<file path="config.mk">
export PLATFORM = sky130hd
export DESIGN_NAME = tlb_fa_lru
export DESIGN_NICKNAME = d
export VERILOG_FILES = /design/src/rtl/tlb_pkg.sv /design/src/rtl/tlb_cam_match.sv /design/src/rtl/tlb_lru_rank.sv /design/src/rtl/tlb_fa_lru.sv
export SDC_FILE = /design/constraint.sdc
export NUM_CORES = 1
export LEC_CHECK = 0
export ABC_AREA = 1
export CORE_MARGIN = 5
export CORE_UTILIZATION = 41
export DETAILED_ROUTE_END_ITERATION = 7
export GPL_TIMING_DRIVEN = 0
export PLACE_DENSITY = 0.57
export SYNTH_ARGS = -nofsm -noshare
export SYNTH_HDL_FRONTEND = slang
export SYNTH_HIERARCHICAL = 1
export SYNTH_SLANG_ARGS = --single-unit
</file>
<file path="constraint.sdc">
create_clock -name clk -period 5.6 [get_ports clk]
set_input_delay 1.12 -clock clk [delete_from_list [all_inputs] [get_ports clk]]
set_output_delay 1.12 -clock clk [all_outputs]
set_load 0.1 [all_outputs]
</file>
<file path="src/rtl/tlb_pkg.sv">
package tlb_pkg;
  localparam int VA_W        = 16;
  localparam int PA_W        = 16;
  localparam int OFF_W       = 8;
  localparam int VPN_W       = VA_W - OFF_W;
  localparam int PPN_W       = PA_W - OFF_W;
  localparam int NUM_ENTRIES = 8;
  localparam int RANK_W      = $clog2(NUM_ENTRIES);
  localparam int IDX_W       = $clog2(NUM_ENTRIES);

  typedef struct packed {
    logic             valid;
    logic             dirty;
    logic             rd_ok;
    logic             wr_ok;
    logic [VPN_W-1:0] vpn;
    logic [PPN_W-1:0] ppn;
  } tlb_entry_t;

  // Rank a slot holds after reset or flush: slot 0 is least recent.
  function automatic logic [RANK_W-1:0] rank_at_reset(input int idx);
    return RANK_W'(NUM_ENTRIES - 1 - idx);
  endfunction
endpackage

</file>
<file path="src/rtl/tlb_cam_match.sv">
module tlb_cam_match #(
  parameter int N     = 8,
  parameter int TAG_W = 8,
  localparam int IW   = $clog2(N)
) (
  input  logic [N-1:0]            valid_i,
  input  logic [N-1:0][TAG_W-1:0] tag_i,
  input  logic [TAG_W-1:0]        key_i,
  output logic                    hit_o,
  output logic [IW-1:0]           hit_idx_o
);
  logic [N-1:0] match;

  genvar g;
  generate
    for (g = 0; g < N; g++) begin : g_cmp
      assign match[g] = valid_i[g] && (tag_i[g] == key_i);
    end
  endgenerate

  always_comb begin
    hit_idx_o = '0;
    for (int i = N - 1; i >= 0; i--) begin
      if (match[i]) hit_idx_o = IW'(i);
    end
  end

  assign hit_o = |match;
endmodule

</file>
<file path="src/rtl/tlb_lru_rank.sv">
module tlb_lru_rank #(
  parameter int N   = 8,
  localparam int RW = $clog2(N),
  localparam int IW = $clog2(N)
) (
  input  logic [N-1:0][RW-1:0] rank_i,
  input  logic                 touch_en_i,
  input  logic [IW-1:0]        touch_idx_i,
  output logic [N-1:0][RW-1:0] rank_o,
  output logic [IW-1:0]        victim_idx_o
);
  localparam logic [RW-1:0] RANK_LAST = RW'(N - 1);

  logic [RW-1:0] touched_rank;
  assign touched_rank = rank_i[touch_idx_i];

  genvar g;
  generate
    for (g = 0; g < N; g++) begin : g_rank
      always_comb begin
        rank_o[g] = rank_i[g];
        if (touch_en_i) begin
          if (IW'(g) == touch_idx_i)
            rank_o[g] = '0;
          else if (rank_i[g] < touched_rank)
            rank_o[g] = rank_i[g] + RW'(1);
        end
      end
    end
  endgenerate

  always_comb begin
    victim_idx_o = '0;
    for (int i = 0; i < N; i++) begin
      if (rank_i[i] == RANK_LAST) victim_idx_o = IW'(i);
    end
  end
endmodule

</file>
<file path="src/rtl/tlb_fa_lru.sv">
module tlb_fa_lru
  import tlb_pkg::*;
(
  input  logic              clk,
  input  logic              rst_n,
  input  logic              req_valid,
  input  logic [VA_W-1:0]   req_vaddr,
  input  logic              req_write,
  input  logic              fill_valid,
  input  logic [VPN_W-1:0]  fill_vpn,
  input  logic [PPN_W-1:0]  fill_ppn,
  input  logic              fill_rd_ok,
  input  logic              fill_wr_ok,
  input  logic              fill_dirty,
  input  logic              flush,
  output logic              rsp_valid,
  output logic              rsp_hit,
  output logic              rsp_miss,
  output logic              rsp_prot_fault,
  output logic [PA_W-1:0]   rsp_paddr,
  output logic              rsp_dirty
);
  tlb_entry_t [NUM_ENTRIES-1:0]             ent_q, ent_d;
  logic [NUM_ENTRIES-1:0][RANK_W-1:0]       rank_q, rank_d, rank_upd;
  logic [NUM_ENTRIES-1:0]                   valid_vec;
  logic [NUM_ENTRIES-1:0][VPN_W-1:0]        tag_vec;

  genvar g;
  generate
    for (g = 0; g < NUM_ENTRIES; g++) begin : g_unpack
      assign valid_vec[g] = ent_q[g].valid;
      assign tag_vec[g]   = ent_q[g].vpn;
    end
  endgenerate

  // Request decode
  logic              accept;
  logic              do_fill;
  logic [VPN_W-1:0]  req_vpn;
  logic [OFF_W-1:0]  req_off;
  logic              tag_hit;
  logic [IDX_W-1:0]  hit_idx;
  logic [IDX_W-1:0]  victim_idx;
  logic              perm_ok;
  logic              good_hit;
  logic              touch_en;
  logic [IDX_W-1:0]  touch_idx;

  assign accept  = req_valid && !fill_valid && !flush;
  assign do_fill = fill_valid && !flush;
  assign req_vpn = req_vaddr[VA_W-1:OFF_W];
  assign req_off = req_vaddr[OFF_W-1:0];

  tlb_cam_match #(.N(NUM_ENTRIES), .TAG_W(VPN_W)) u_cam (
    .valid_i   (valid_vec),
    .tag_i     (tag_vec),
    .key_i     (req_vpn),
    .hit_o     (tag_hit),
    .hit_idx_o (hit_idx)
  );

  assign perm_ok   = req_write ? ent_q[hit_idx].wr_ok : ent_q[hit_idx].rd_ok;
  assign good_hit  = accept && tag_hit && perm_ok;
  assign touch_en  = good_hit || do_fill;
  assign touch_idx = do_fill ? victim_idx : hit_idx;

  tlb_lru_rank #(.N(NUM_ENTRIES)) u_rank (
    .rank_i       (rank_q),
    .touch_en_i   (touch_en),
    .touch_idx_i  (touch_idx),
    .rank_o       (rank_upd),
    .victim_idx_o (victim_idx)
  );

  // Next state of the slot array
  always_comb begin
    ent_d  = ent_q;
    rank_d = rank_upd;
    if (flush) begin
      for (int i = 0; i < NUM_ENTRIES; i++) begin
        ent_d[i].valid = 1'b0;
        rank_d[i]      = rank_at_reset(i);
      end
    end else if (do_fill) begin
      ent_d[victim_idx].valid = 1'b1;
      ent_d[victim_idx].dirty = fill_dirty;
      ent_d[victim_idx].rd_ok = fill_rd_ok;
      ent_d[victim_idx].wr_ok = fill_wr_ok;
      ent_d[victim_idx].vpn   = fill_vpn;
      ent_d[victim_idx].ppn   = fill_ppn;
    end else if (good_hit && req_write) begin
      ent_d[hit_idx].dirty = 1'b1;
    end
  end

  always_ff @(posedge clk or negedge rst_n) begin
    if (!rst_n) begin
      for (int i = 0; i < NUM_ENTRIES; i++) begin
        ent_q[i]  <= '0;
        rank_q[i] <= rank_at_reset(i);
      end
    end else begin
      ent_q  <= ent_d;
      rank_q <= rank_d;
    end
  end

  // Response next state
  logic             rsp_valid_d, rsp_hit_d, rsp_miss_d, rsp_fault_d, rsp_dirty_d;
  logic [PA_W-1:0]  rsp_paddr_d;

  always_comb begin
    rsp_valid_d = accept;
    rsp_hit_d   = good_hit;
    rsp_miss_d  = accept && !tag_hit;
    rsp_fault_d = accept && tag_hit && !perm_ok;
    rsp_paddr_d = good_hit ? {ent_q[hit_idx].ppn, req_off} : '0;
    rsp_dirty_d = good_hit && (ent_q[hit_idx].dirty || req_write);
  end

  always_ff @(posedge clk or negedge rst_n) begin
    if (!rst_n) begin
      rsp_valid      <= 1'b0;
      rsp_hit        <= 1'b0;
      rsp_miss       <= 1'b0;
      rsp_prot_fault <= 1'b0;
      rsp_paddr      <= '0;
      rsp_dirty      <= 1'b0;
    end else begin
      rsp_valid      <= rsp_valid_d;
      rsp_hit        <= rsp_hit_d;
      rsp_miss       <= rsp_miss_d;
      rsp_prot_fault <= rsp_fault_d;
      rsp_paddr      <= rsp_paddr_d;
      rsp_dirty      <= rsp_dirty_d;
    end
  end
endmodule

</file>
==> impl_results.md, run 1 <==
* Main flop type after synthesis: dfrtp_1
* Setup TNS at 0 ns
* WP data required at 6.04 ns
* DR iter-0 viols at between 700 and 800
* Max-slew violation count at 0
* CTS Sinks at about 200
* Starting Density at between 40% and 50%
* Leakage power at 6.48 nW
* TritonCTS clock tree: done
* Die ar. at 30300 sq um
* M1 WL at around 16000 um
* WL met3 at around 1900 um
* Antenna violations before repair at 0
* Async S/R FF share, synth at 100%
* Core area at 26700 sq um
* Post-place setup slack at -1.39 ns
* Worst Min Path Start: ent_q[98]
* Worst slew pin tran at roughly 0.98 ns
* RR Endpoint: rank_q[16]
* Routed len/inst at roughly 18 um
* DR WL met2 at 14900 um
* Reg-to-Reg Start: ent_q[154]
* Mean Syn Cell Area at around 7.7 sq um
* Period utilization at 93.7%
* Final Critical Period at 5.25 ns
* Crit path max fanout at 10
* # setup viols final at 0
* Power, Total at ~0.0047 W
* Status: complete, no violations
* DR top layer: met4
* # IOs at a little over 60
* Vias at ~9700
* Worst rel slew slack at between 30 and 40%
* Synthesized area at 11100 sq um
* Worst Hold Endpoint: ent_q[98]
* Residual DRC at 0
* Final-report hold violation count at 0
* CTS buffer count at 24
* Die W at between 150 and 200 um
* RePlAce Congestion at 0.881
* I/O Buffers at 56
* Drt total wl at 33300 um
* Yosys Warn Count at 6
* Rows at 60
* Clock buffer depth at 3
* Worst hold path type: flip-flop to flip-flop
* GRT overflow at 0
* Vias per Instance at just over 5
* Yosys cell types at 42
* ANT nets after route at 0
* Worst Hold Slack at between 0.4 and 0.5 ns
* Endpoint class of the critical path: flip-flop
* Cell Pwr Density at approximately 360 nW/um^2
* ANT cells at 0
* Most common cell after layout, fill and taps aside: nand2_1
* Chip height at 174 um
* First-pass GRT wire length at between 50000 and 60000 um
* Worst path arrival time at between 5 and 6 ns
* DP HPWL at between 20000 and 25000 um
* Layout Skew at 0.0103 ns
* CTS H-Tree Depth at 1
* Reg2Reg Setup Slack at approximately 1.3 ns
* Latest clock arrival within the worst-skew pair at around 0.52 ns
* CTS root buf: clkbuf_16
* Number of synthesized flops with an enable pin at 0
* Detailed Routing Iterations Pass 1 at 5
* Critical path class: input pin to flip-flop
* RSZ-0062 raised after global routing: false
* Synthesized instance count at 1442
* Clock Pin Slew Worst Setup and Hold Paths at around 0.06 ns
* F_max at between 150 and 200 MHz
* Startpoint class of the critical path: input pin
* Max VDD drop at between 200 and 250 uV
* Overall routing resource usage at approximately 22%
* Max Cap Viol at 0
* Worst setup margin at ~0.35 ns
* Number of global-route vias before repair at 9505
* Synth Register Bits at 205
* Hold path depth at 2
* Seq/Total Area, Yosys at roughly 47%
* Reg2reg path depth at 20
* Syn Nets at around 1500
* Synth-to-layout area growth at 18.2%
* Largest net degree at the start of global routing at 89
* Share of cells above drive strength 1 at between 10% and 20%
* Most frequent cells in the layout: nand2_1, dfrtp_1, inv_1
* Post-layout net count at around 1600
[synth_stat cells (10+ instances only)]
cell        n  area (sq um)
nand2_1   443          1660
dfrtp_1   193          4830
inv_1     172           646
o21ai_0   168           841
nor2_1    105           394
nand3_1    64           320
ha_1       31           388
nand4_1    28           175
clkbuf_1   25          93.8
buf_2      20           100
o211ai_1   20           150
or2_2      17           106
a21oi_1    16          80.1
nand3b_1   13          97.6
xnor2_1    13           114
dfstp_2    12           315
nand3_2    12           120
o21ai_1    11          55.1
nand2_2    10          62.6
[registers in the layout (all words and copies together) (netlist names)]
signal / count
ent_q: 160
rank_q: 24
rsp_dirty: 1
rsp_hit: 1
rsp_miss: 1
rsp_paddr: 16
rsp_prot_fault: 1
rsp_valid: 1
[layer usage]
layer / track usage (%) / vias to the layer above
met5: 0 / -
met4: 6.07 / 0
met3: 3.18 / 50
met2: 34.8 / 246
met1: 31.6 / 4625
li1: - / 4784
[per-stage QoR]
| step | utilization [%] | cells | instance area, sq um |
|---|---|---|---|
| after floorplan | - | 1442 | 11100 |
| after global placement | 45.1 | 1839 | 12000 |
| after detailed placement | 45.3 | 1841 | 12100 |
| after CTS | 48.6 | 1886 | 13000 |
| after global routing | 48.9 | 1888 | 13100 |
| final | 48.9 | 1888 | 13100 |
[final cells by class]
type                       instances  area, sq um
timing repair buffer              62          666
tap                              341          427
clock inverter                     7         93.8
sequential                       205         5140
inverter                         181          679
clock buffer                      37          741
multi-input combinational        995         4980
fill                            2697        13700
buffer                            60          334
[worst max-delay path: stages]
cell and delay [ns]:
clkdlybuf4s50_1 0.62, inv_2 0.08, buf_6 0.15, nand2_1 0.08, nand2_1 0.06, nor2_1 0.11, nand2_1 0.06, nor4_1 0.29
nor2_1 0.13, a21oi_2 0.29, inv_1 0.12, o21ai_2 0.33, inv_1 0.15, nor2_1 0.23, inv_1 0.13, o21ai_0 0.31
o32ai_4 0.15, buf_4 0.18, ha_1 0.30, a21oi_2 0.26, nand3b_1 0.12, nand3_1 0.11, nand2_1 0.04, or2_2 0.26
[cells by family after synthesis]
family / count (synthesis) / share of synthesized area (%)
buf+inv: 242 / 9.17
compound gates: 229 / 11.1
simple gates: 715 / 28.1
flops: 205 / 46.5
fa+ha+maj: 31 / 3.51
xor+xnor: 20 / 1.58
[repair_timing]
item | 4_1_cts | 5_1_grt
setup buffers | 2 | 2
resized for setup | 8 | 14
pin swaps | 1 | 1
hold buffers | 0 | 0
endpoints found under the hold margin | 0 | 0
endpoints found under the setup margin | 24 | 24
[report_power, final]
| part | switching [W] | internal [W] |
|---|---|---|
| clock | 0.000629 | 0.00100 |
| combinational | 0.000639 | 0.000438 |
| sequential | 0.000208 | 0.00183 |
[worst max path at each step]
stage	from	to	slack, ns	depth (start not counted)
after floorplan	req_vaddr[8]	rank_q[0]	0.44	23
after global placement	rst_n	ent_q[41]	-5.68	1
after detailed placement	req_vaddr[9]	rank_q[1]	-1.39	26
after CTS	req_vaddr[9]	rank_q[18]	0.05	25
after global routing	req_vaddr[11]	rank_q[0]	0.01	24
final	req_vaddr[11]	rank_q[1]	0.35	24
Note: power is estimated with default switching activity, not from simulation.
==> inputs of run 2 (changes only) <==
- CORE_UTILIZATION: 41 -> 60
- PLACE_DENSITY: 0.57 -> 0.88
==> run 2 against run 1 <==
Effect of this change:
- final area down 3.0%
- clock power down 15%
- first-iteration DRC count up 68%
- utilization up 21 points
- critical path depth unchanged
- combinational power about the same
- power down 4.8%
==> impl_results.md, run 2 (synthesis gave the netlist of run 1 again) <==
* CTS root buf: clkbuf_16
* Final Core Density at 70.3% (+21 points)
* Worst rel slew slack at 32.8% (-1.8 points)
* Latest clock arrival within the worst-skew pair at 0.52 ns (about the same)
* Worst hold path type: flip-flop to flip-flop
* Worst path depth at 24 (unchanged)
* Die ar. at 21200 sq um (-30%)
* Placed Instances at 1728 (-6.1%)
* CP cell instances: clkdlybuf4s50_1 > inv_2 > buf_6 > nand2_1 > nand2_1 > nor2_1 > nand2_1 > nor4_1 > nor2_1 > a21oi_2 > inv_1 > o21ai_2 > inv_1 > nor2_1 > inv_1 > o22ai_1 > o32ai_4 > buf_4 > ha_1 > a21oi_1 > nand3b_1 > nand3_1 > nand2_1 > or2_2
* Combinational fraction of design power at 23.9% (+1.2 points)
* Routed len/inst at 17.5 um (-0.65%)
* Layout Skew at 0.0229 ns (+0.0126 ns)
* Core area at 18000 sq um (-33%)
* Switch share at 32.1% (+0.97 points)
* Detailed Routing Iterations Pass 1 at 5 (unchanged)
* Met1 Track Usage GR at 37.3% (+5.7 points)
* Max Cap Viol at 0 (unchanged)
* Top Family by Delay on Critical Path: simple AND/OR/NAND/NOR gates
* Post-layout net count at 1595 (-0.37%)
* Overall routing resource usage at 28.7% (+6.7 points)
* Die W at 146 um (-16%)
* Cell Pwr Density at 357 nW/um^2 (-1.9%)
* Met3 Track Usage GR at 6.01% (+2.8 points)
* Power, Total at 0.00452 W (-4.8%)
* Vias per Instance at 5.82 (+13%)
* Chip height at 146 um (-16%)
* WP data required at 6.03 ns (about the same)
* Starting Density at 61.3% (+20 points)
* Endpoint class of the critical path: flip-flop
* Cell repeated most along the worst path: nand2_1
* I/O Buffers at 56 (unchanged)
* Startpoint class of the critical path: input pin
* Final Critical Period at 5.34 ns (+0.0919 ns)
* Final-report hold violation count at 0 (unchanged)
* Clock power frac at 30.8% (-3.6 points)
* Sw power at 0.00145 W (-1.8%)
* Buf/Inv on CP at 7 (unchanged)
* Crit path max fanout at 10 (unchanged)
* Slowest Stage Delay on Critical Path at 0.65 ns (+0.03 ns)
* # IOs at 62 (unchanged)
* Setup TNS at 0 ns (unchanged)
* Largest net degree at the start of global routing at 106 (+19%)
* Reg2reg path depth at 23 (+15%)
* Leakage power at 6.36 nW (-1.8%)
* ANT cells at 0 (unchanged)
* Clock Pin Slew Worst Setup and Hold Paths at 0.06 ns (about the same)
* Drt total wl at 31000 um (-7.1%)
* Synth-to-layout area growth at 14.7%
* Max VDD drop at 350 uV (+65%)
* Fin cells at 1765 (-6.5%)
* ANT nets after route at 0 (unchanged)
* Most frequent cells in the layout: nand2_1, dfrtp_1, inv_1
* Number of global-route vias before repair at 10000 (+5.3%)
* DP HPWL at 20900 um (-8.3%)
* Period utilization at 95.3% (+1.6 points)
* CTS H-Tree Depth at 1 (unchanged)
* Residual DRC at 0 (unchanged)
* RePlAce Congestion at 0.965 (+9.6%)
* Most flop-heavy register: ent_q
* Share of cells above drive strength 1 at 9.38% (-1.2 points)
* Antenna violations before repair at 0 (unchanged)
* # setup viols final at 0 (unchanged)
* F_max at 187 MHz (-1.7%)
* First-pass GRT wire length at 50300 um (-5.8%)
* Max reg flops at 160 (unchanged)
* GRT met2 Usage at 46.9% (+12 points)
* Rows at 49 (-18%)
* Worst path arrival time at 5.77 ns (+0.08 ns)
* Status: complete, no violations
* Sequential power share at 45.3% (+2.4 points)
* Worst setup margin at 0.261 ns (-0.0919 ns)
* TritonCTS clock tree: done
* Top flop regs: ent_q x160, rank_q x24, rsp_paddr x16
* Post-place setup slack at -1.23 ns (+0.163 ns)
* RSZ-0062 raised after global routing: false
* Worst slew pin tran at 1.00 ns (+0.0264 ns)
* Max-slew violation count at 0 (unchanged)
* DR iter-0 viols at 1311 (+68%)
* Clock buffer depth at 3 (unchanged)
* Hold path depth at 2 (unchanged)
* CTS buffer count at 22 (-8.3%)
* Most common cell after layout, fill and taps aside: nand2_1
* GRT overflow at 0 (unchanged)
* Vias at 10300 (+5.9%)
* Cell internal pwr at 0.00307 W (-6.1%)
* Critical path class: input pin to flip-flop
* Grt peak-use layer: met2
* Max stage delay cell, worst path: clkdlybuf4s50_1
* CTS Sinks at 205 (unchanged)
## run 2: cell count changes in the layout (fill, tap and decap cells not counted), moves of 2 or more
cell | previous run | this run
clkbuf_16 | 25 | 22
clkbuf_1 | 28 | 31
buf_4 | 12 | 10
a21oi_2 | 8 | 6
a21oi_1 | 8 | 11
clkinvlp_4 | 2 | 0
clkbuf_8 | 7 | 3
## run 2: path summary, 6_finish.rpt
kind / start / endpoint / slack, ns
min: ent_q[159] / ent_q[159] / 0.48
max reg2reg: ent_q[133] / rank_q[11] / 1.31
max: req_vaddr[11] / rank_q[11] / 0.26
min in group asynchronous: rst_n / ent_q[129] / 0.65
max in group asynchronous: rst_n / ent_q[47] / 3.99
min reg2reg: ent_q[159] / ent_q[159] / 0.48
## run 2: metrics by stage
step	hold WS [ns]	area, sq um
2_1_floorplan	0.444	11100
3_3_place_gp	0.459	11900
3_5_place_dp	0.464	11900
4_1_cts	0.480	12600
5_1_grt	0.507	12700
6_report	0.480	12700
## run 2: final cells by class
type / count / area (sq um)
Fill cell: 1377 / 5350
Clock buffer: 32 / 618
Multi-Input combinational cell: 995 / 4950
Buffer: 59 / 325
Tap cell: 229 / 287
Inverter: 181 / 682
Sequential cell: 205 / 5140
Timing Repair Buffer: 59 / 608
Clock inverter: 5 / 61.3
## run 2: routing by layer
| layer | vias up | wire length, um |
|---|---|---|
| met5 | - | 0 |
| li1 | 4770 | - |
| met1 | 4813 | 11900 |
| met4 | 0 | 1360 |
| met3 | 112 | 3090 |
| met2 | 584 | 14600 |
## run 2: what timing repair did
action / in CTS / in global routing
setup buffers: 2 / 0
endpoints found under the setup margin: 24 / 24
resized for setup: 4 / 10
pin swaps: 1 / 0
hold buffers: 0 / 0
## run 2: tightest hold or removal path, delay by kind of cell (launching register included)
kind	cells	cell delay [ns]
flops	1	0.34
simple gates	2	0.11
## run 2: power by group through the flow
stage	combinational (W)	sequential, W	clock [W]
final	0.00108	0.00205	0.00139
after global routing	0.00123	0.00208	0.00148
after CTS	0.00106	0.00204	0.00141
after detailed placement	0.00103	0.00206	0
after global placement	0.000969	0.00205	0
after floorplan	0.000771	0.00201	0
